$ cat src/rtl/tcr_pkg.sv
package tcr_pkg;
    localparam int DATA_W  = 16;
    localparam int CODE_W  = 5;
    localparam int SENSE_W = 6;
    localparam int NREG    = 4;
    localparam int SEL_W   = $clog2(NREG);

    typedef enum logic [SEL_W-1:0] {
        SEL_STATUS = 2'd0,
        SEL_CTRL   = 2'd1,
        SEL_COUNT  = 2'd2,
        SEL_CSUM   = 2'd3
    } reg_sel_e;

    // ordered so that it maps onto control bits 14..6
    typedef struct packed {
        logic [CODE_W-1:0] code;
        logic              auto_stop;
        logic              long_gap;
        logic              fast;
        logic              modifier;
    } ctrl_word_t;

    localparam int CTRL_LSB = 6;
    localparam int CTRL_W   = $bits(ctrl_word_t);
    localparam logic [CODE_W-1:0] CODE_CLR_ERR = '0;

    function automatic ctrl_word_t unpack_ctrl(input logic [DATA_W-1:0] w);
        return ctrl_word_t'(w[CTRL_LSB +: CTRL_W]);
    endfunction

    function automatic logic [DATA_W-1:0] pack_ctrl(input ctrl_word_t c);
        logic [DATA_W-1:0] w;
        w = '0;
        w[CTRL_LSB +: CTRL_W] = c;
        return w;
    endfunction

    function automatic logic [DATA_W-1:0] pack_status(input logic [SENSE_W-1:0] s,
                                                      input logic busy_f);
        logic [DATA_W-1:0] w;
        w = '0;
        w[SENSE_W-1:0] = s;
        w[DATA_W-1]    = busy_f;
        return w;
    endfunction
endpackage

$ cat src/rtl/tcr_decode.sv
module tcr_decode
    import tcr_pkg::*;
#(
    parameter int PA_W     = 4,
    parameter int DEV_ADDR = 12
) (
    input  logic             clk,
    input  logic             rst,
    input  logic [PA_W-1:0]  pa_addr,
    input  logic [SEL_W-1:0] reg_sel,
    input  logic             rd_en,
    input  logic             wr_en,
    output logic             hit,
    output logic [NREG-1:0]  rd_strb,
    output logic [NREG-1:0]  wr_strb
);
    assign hit = (pa_addr == PA_W'(DEV_ADDR));

    for (genvar i = 0; i < NREG; i++) begin : g_strb
        assign rd_strb[i] = hit && rd_en && (reg_sel == SEL_W'(i));
        assign wr_strb[i] = hit && wr_en && (reg_sel == SEL_W'(i));
    end

    a_r2_rd_onehot: assert property (@(posedge clk) disable iff (rst) $onehot0(rd_strb));
    a_r2_wr_onehot: assert property (@(posedge clk) disable iff (rst) $onehot0(wr_strb));
endmodule

$ cat src/rtl/tcr_cmd.sv
module tcr_cmd
    import tcr_pkg::*;
(
    input  logic              clk,
    input  logic              rst,
    input  logic              wr_ctrl,
    input  logic              wr_cnt,
    input  logic [DATA_W-1:0] wdata,
    input  logic              tach_evt,
    input  logic              gap_evt,
    output ctrl_word_t        ctrl,
    output logic              cmd_start,
    output logic              busy,
    output logic              irq,
    output logic [DATA_W-1:0] count
);
    localparam logic [DATA_W-1:0] CNT_MAX = '1;

    ctrl_word_t wr_fields;
    logic       start_now, clr_now, frozen, src_gap, sel_evt, counting;

    assign wr_fields = unpack_ctrl(wdata);
    assign start_now = wr_ctrl && (wr_fields.code != CODE_CLR_ERR);
    assign clr_now   = wr_ctrl && (wr_fields.code == CODE_CLR_ERR);
    assign sel_evt   = src_gap ? gap_evt : tach_evt;
    assign counting  = busy && !frozen && !wr_ctrl && !wr_cnt;

    always_ff @(posedge clk) begin
        if (rst) begin
            ctrl      <= '0;
            cmd_start <= 1'b0;
            busy      <= 1'b0;
            irq       <= 1'b0;
            count     <= '0;
            frozen    <= 1'b0;
            src_gap   <= 1'b0;
        end else begin
            cmd_start <= start_now;
            irq       <= 1'b0;
            if (wr_ctrl) ctrl <= wr_fields;
            if (start_now) begin
                busy    <= 1'b1;
                frozen  <= 1'b0;
                src_gap <= wr_fields.code[0];
            end else if (clr_now) begin
                busy <= 1'b0;
            end
            if (wr_cnt) begin
                count  <= wdata;
                frozen <= 1'b1;
            end else if (counting && sel_evt) begin
                count <= count + 1'b1;
                if (count == CNT_MAX) begin
                    busy <= 1'b0;
                    irq  <= 1'b1;
                end
            end
        end
    end

    a_r7_rollover_ends: assert property (@(posedge clk) disable iff (rst)
        (counting && sel_evt && count == CNT_MAX) |=> (!busy && irq && count == '0));
    a_r7_irq_single: assert property (@(posedge clk) disable iff (rst) irq |=> !irq);
    a_r7_irq_idle: assert property (@(posedge clk) disable iff (rst) irq |-> !busy);
    a_r8_frozen_hold: assert property (@(posedge clk) disable iff (rst)
        (frozen && !wr_cnt && !wr_ctrl) |=> $stable(count));
    a_r9_clear_quiet: assert property (@(posedge clk) disable iff (rst)
        clr_now |=> (!busy && !irq));
    a_r4_start_pulse: assert property (@(posedge clk) disable iff (rst)
        cmd_start |-> busy);
endmodule

$ cat src/rtl/tcr_csum.sv
module tcr_csum
    import tcr_pkg::*;
(
    input  logic              clk,
    input  logic              rst,
    input  logic              rd_csum,
    input  logic              wr_cfg,
    input  logic [DATA_W-1:0] wdata,
    input  logic              xfer_valid,
    input  logic [DATA_W-1:0] xfer_word,
    output logic [DATA_W-1:0] sum,
    output logic [DATA_W-1:0] cfg_word
);
    logic [DATA_W-1:0] base, addend;

    assign base   = rd_csum ? '0 : sum;
    assign addend = xfer_valid ? xfer_word : '0;

    always_ff @(posedge clk) begin
        if (rst) begin
            sum      <= '0;
            cfg_word <= '0;
        end else begin
            sum <= base + addend;
            if (wr_cfg) cfg_word <= wdata;
        end
    end

    a_r10_read_clears: assert property (@(posedge clk) disable iff (rst)
        (rd_csum && !xfer_valid) |=> (sum == '0));
    a_r11_read_and_add: assert property (@(posedge clk) disable iff (rst)
        (rd_csum && xfer_valid) |=> (sum == $past(xfer_word)));
    a_r12_cfg_no_touch: assert property (@(posedge clk) disable iff (rst)
        (wr_cfg && !rd_csum && !xfer_valid) |=> $stable(sum));
endmodule

$ cat src/rtl/tape_ctl_regs.sv
module tape_ctl_regs
    import tcr_pkg::*;
#(
    parameter int PA_W     = 4,
    parameter int DEV_ADDR = 12
) (
    input  logic               clk,
    input  logic               rst,
    input  logic [PA_W-1:0]    pa_addr,
    input  logic [SEL_W-1:0]   reg_sel,
    input  logic               rd_en,
    input  logic               wr_en,
    input  logic [DATA_W-1:0]  wdata,
    output logic [DATA_W-1:0]  rdata,
    input  logic [SENSE_W-1:0] drv_sense,
    input  logic               tach_evt,
    input  logic               gap_evt,
    input  logic               xfer_valid,
    input  logic [DATA_W-1:0]  xfer_word,
    output logic               cmd_start,
    output logic [CODE_W-1:0]  cmd_code,
    output logic               cmd_modifier,
    output logic               cmd_fast,
    output logic               cmd_long_gap,
    output logic               cmd_auto_stop,
    output logic               busy,
    output logic               irq,
    output logic [DATA_W-1:0]  cfg_word
);
    logic              hit;
    logic [NREG-1:0]   rd_strb, wr_strb;
    ctrl_word_t        ctrl;
    logic [DATA_W-1:0] count, sum;

    tcr_decode #(.PA_W(PA_W), .DEV_ADDR(DEV_ADDR)) u_dec (
        .clk(clk), .rst(rst), .pa_addr(pa_addr), .reg_sel(reg_sel),
        .rd_en(rd_en), .wr_en(wr_en), .hit(hit),
        .rd_strb(rd_strb), .wr_strb(wr_strb)
    );

    tcr_cmd u_cmd (
        .clk(clk), .rst(rst),
        .wr_ctrl(wr_strb[SEL_CTRL]), .wr_cnt(wr_strb[SEL_COUNT]),
        .wdata(wdata), .tach_evt(tach_evt), .gap_evt(gap_evt),
        .ctrl(ctrl), .cmd_start(cmd_start), .busy(busy), .irq(irq), .count(count)
    );

    tcr_csum u_csum (
        .clk(clk), .rst(rst),
        .rd_csum(rd_strb[SEL_CSUM]), .wr_cfg(wr_strb[SEL_CSUM]), .wdata(wdata),
        .xfer_valid(xfer_valid), .xfer_word(xfer_word),
        .sum(sum), .cfg_word(cfg_word)
    );

    assign cmd_code      = ctrl.code;
    assign cmd_modifier  = ctrl.modifier;
    assign cmd_fast      = ctrl.fast;
    assign cmd_long_gap  = ctrl.long_gap;
    assign cmd_auto_stop = ctrl.auto_stop;

    always_comb begin
        rdata = '0;
        unique case (1'b1)
            rd_strb[SEL_STATUS]: rdata = pack_status(drv_sense, busy);
            rd_strb[SEL_CTRL]:   rdata = pack_ctrl(ctrl);
            rd_strb[SEL_COUNT]:  rdata = count;
            rd_strb[SEL_CSUM]:   rdata = sum;
            default:             rdata = '0;
        endcase
    end

    a_r1_miss_reads_zero: assert property (@(posedge clk) disable iff (rst)
        (!hit && rd_en) |-> (rdata == '0));
    a_r1_miss_holds_cfg: assert property (@(posedge clk) disable iff (rst)
        !hit |=> $stable(cfg_word));
endmodule

$ cat config.mk
export PLATFORM = sky130hd
export DESIGN_NAME = tape_ctl_regs
export DESIGN_NICKNAME = d
export VERILOG_FILES = /design/src/rtl/tcr_pkg.sv /design/src/rtl/tcr_decode.sv /design/src/rtl/tcr_cmd.sv /design/src/rtl/tcr_csum.sv /design/src/rtl/tape_ctl_regs.sv
export SDC_FILE = /design/constraint.sdc
export NUM_CORES = 1
export LEC_CHECK = 0
export ABC_AREA = 1
export BUFFER_PORTS_ARGS = -buffer_cell sky130_fd_sc_hd__buf_2
export CAP_MARGIN = 5
export CORE_MARGIN = 4
export CORE_UTILIZATION = 45
export CTS_BUF_LIST = sky130_fd_sc_hd__clkbuf_4
export DETAILED_ROUTE_END_ITERATION = 16
export HOLD_SLACK_MARGIN = 0.02
export PLACE_DENSITY = 0.68
export SLEW_MARGIN = 20
export SYNTH_ARGS = -nofsm -noshare
export SYNTH_HDL_FRONTEND = slang
export SYNTH_HIERARCHICAL = 1
export SYNTH_SLANG_ARGS = --single-unit
$ cat constraint.sdc
create_clock -name clk -period 3.19 [get_ports clk]
set_clock_uncertainty 0.1 [all_clocks]
set_input_delay 0.638 -clock clk [delete_from_list [all_inputs] [get_ports clk]]
set_output_delay 0.638 -clock clk [all_outputs]
set_load 0.05 [all_outputs]
==> metrics.cfg <==
[outcome]
status=completed

[worst_setup_path]
crit_arrival_ns=2.00
timing.rr.start=u_csum/sum[0]$_SDFF_PP0_
cp-end-kind=output pin
rr_worst_depth=13
start_kind=input pin
r2r_setup_slack_ns=1.19
criticalPathCategory=input pin to output pin
r2r_end=u_csum/sum[10]$_SDFF_PP0_
worstPathRequired_ns=2.45
crit_fanout=26

[min_path]
hold_path.class=input pin to register
whs_endpoint=u_csum/cfg_word[15]$_SDFFE_PP0P_
min_from=wdata[15]
worstHoldPathCells=3

[flow_run]
maxCapViolCount=0

[sta]
period_share=0.859
slew_violations=0
clock.fmax_mhz=365
final-hold-violation-count=0
rsz0062_at_grt=no
worst_slew_pin_slew_ns=0.901
relSlewSlack=0.398
finalSetupTns_ns=0
timing.final.setup_violations=0
setup_ws_ns=0.451
layout_min_cycle_time_ns=2.74

[routing]
drc=0
postRouteWirelength_mm=11.6
viasPerCell=5.05
post_drt_wl_per_cell_um=12.9
final_antenna_net_count=0
first_iter_violations=268
dr_total_vias=4528
dr.pass1.iters=5

[layout]
diodes=0
nFillCells=982
finish.instance_area_um2=4810
syn_to_final_growth_pct=15.4
final_cell_mix=nand2_1 (202), nor2_1 (125), inv_1 (103)
layout.nets=852
layout_commonest_cell=nand2_1
drive_above_1_share=0.184

[synthesis]
yosysWarnings=6
synth.net_count=762
synthesis.area_um2=4170
syn_avg_cell_area_um2=6.00
syn_inst=694

[pwr]
seqPwrFrac=0.484
switching_share=0.319
power_per_cell_area_nw_per_um2=354
power_switching_mw=0.544
ir_drop_mv=0.251
p_comb_frac=0.186
p_leak_nw=2.67
internal_power_mw=1.16
clock_power_share=0.331

[placement]
placed_cell_area_um2=4670
place_hpwl_mm=9.05
place.gp.congestion=0.914
dp_slack_ns=0.233
io_buffers=94

[cts]
numCtsBuffers=9
cts_root_buffer=clkbuf_4
ctsResizeCount=0
tritoncts=done
cts_max_level=3
clkTransAtPathRegs_ns=0.12
cts_buffer_depth=2
cts_setup_buffers=0
clk_latency_ns=0.41
cts.sinks=62
postCtsHoldBufs=0

[grt]
grt_pass1_vias=4179
grtUsageTotal=0.216
antenna_found_initial=0
grt_max_degree=30
grt.overflow.total=0
grt_pass1_wl_mm=19.5

[floorplan]
die_y_um=104
initial_utilization=0.471
core_um2=8850
num_rows=34
die_w_um=104
dieArea_um2=10900
ios=95

power by group through the flow:
stage	sequential [mW]	combinational, mW	clock [mW]
2_1_floorplan	0.844	0.218	0
3_3_place_gp	0.841	0.307	0
3_5_place_dp	0.842	0.314	0
4_1_cts	0.825	0.315	0.578
5_1_grt	0.827	0.362	0.615
6_report	0.824	0.316	0.563
worst max path at each step:
stage               startpoint                   endpoint  slack, ns  depth (start not counted)
finish              pa_addr[1]                  rdata[14]       0.45                          8
global route        pa_addr[1]                   rdata[6]       0.30                          8
CTS                 pa_addr[1]                   rdata[8]       0.45                          8
detailed placement  pa_addr[1]  u_csum/sum[15]$_SDFF_PP0_       0.23                         15
global placement    pa_addr[1]  u_csum/sum[11]$_SDFF_PP0_       0.30                         15
floorplan           pa_addr[1]  u_csum/sum[14]$_SDFF_PP0_       0.28                         16
registers in the layout (all words and copies together) (netlist names):
register / cells
u_cmd/count: 16
u_cmd/busy: 1
u_cmd/cmd_start: 1
u_cmd/frozen: 1
u_csum/sum: 16
u_cmd/ctrl: 9
u_cmd/irq: 1
u_cmd/src_gap: 1
u_csum/cfg_word: 16
final cells by class:
type / count / area, µm² / share of cell area
tap: 108 / 135 / 0.0281
clock buffer: 9 / 67.6 / 0.0141
timing repair buffer: 101 / 523 / 0.109
inverter: 109 / 417 / 0.0867
multi-input combinational: 501 / 2350 / 0.489
clock inverter: 7 / 73.8 / 0.0154
sequential: 62 / 1240 / 0.258
layer usage:
metal | vias to the layer above | share of wire | track usage | wire, µm
met1 | 2052 | 0.47 | 0.294 | 5460
met5 | - | 0 | 0 | 0
met2 | 156 | 0.44 | 0.339 | 5050
li1 | 2305 | - | - | -
met3 | 15 | 0.082 | 0.0497 | 947
met4 | 0 | 0.012 | 0.0665 | 135
critical path, cell delays in order:
cell and delay, ns:
buf_2 0.10, nor2_2 0.15, nand3_2 0.13, nor2_1 0.19, buf_4 0.31, nand2_1 0.10
nand3_1 0.11, buf_2 0.27
stage by stage:
| step | instances | util | power, mW | hold slack [ns] |
|---|---|---|---|---|
| after floorplan | 694 | - | 1.06 | 0.357 |
| final | 897 | 0.543 | 1.70 | 0.365 |
| after global routing | 897 | 0.543 | 1.80 | 0.363 |
| after detailed placement | 881 | 0.527 | 1.16 | 0.374 |
| after CTS | 897 | 0.543 | 1.72 | 0.340 |
| after global placement | 881 | 0.527 | 1.15 | 0.370 |
(Power assumes the default switching activity.)
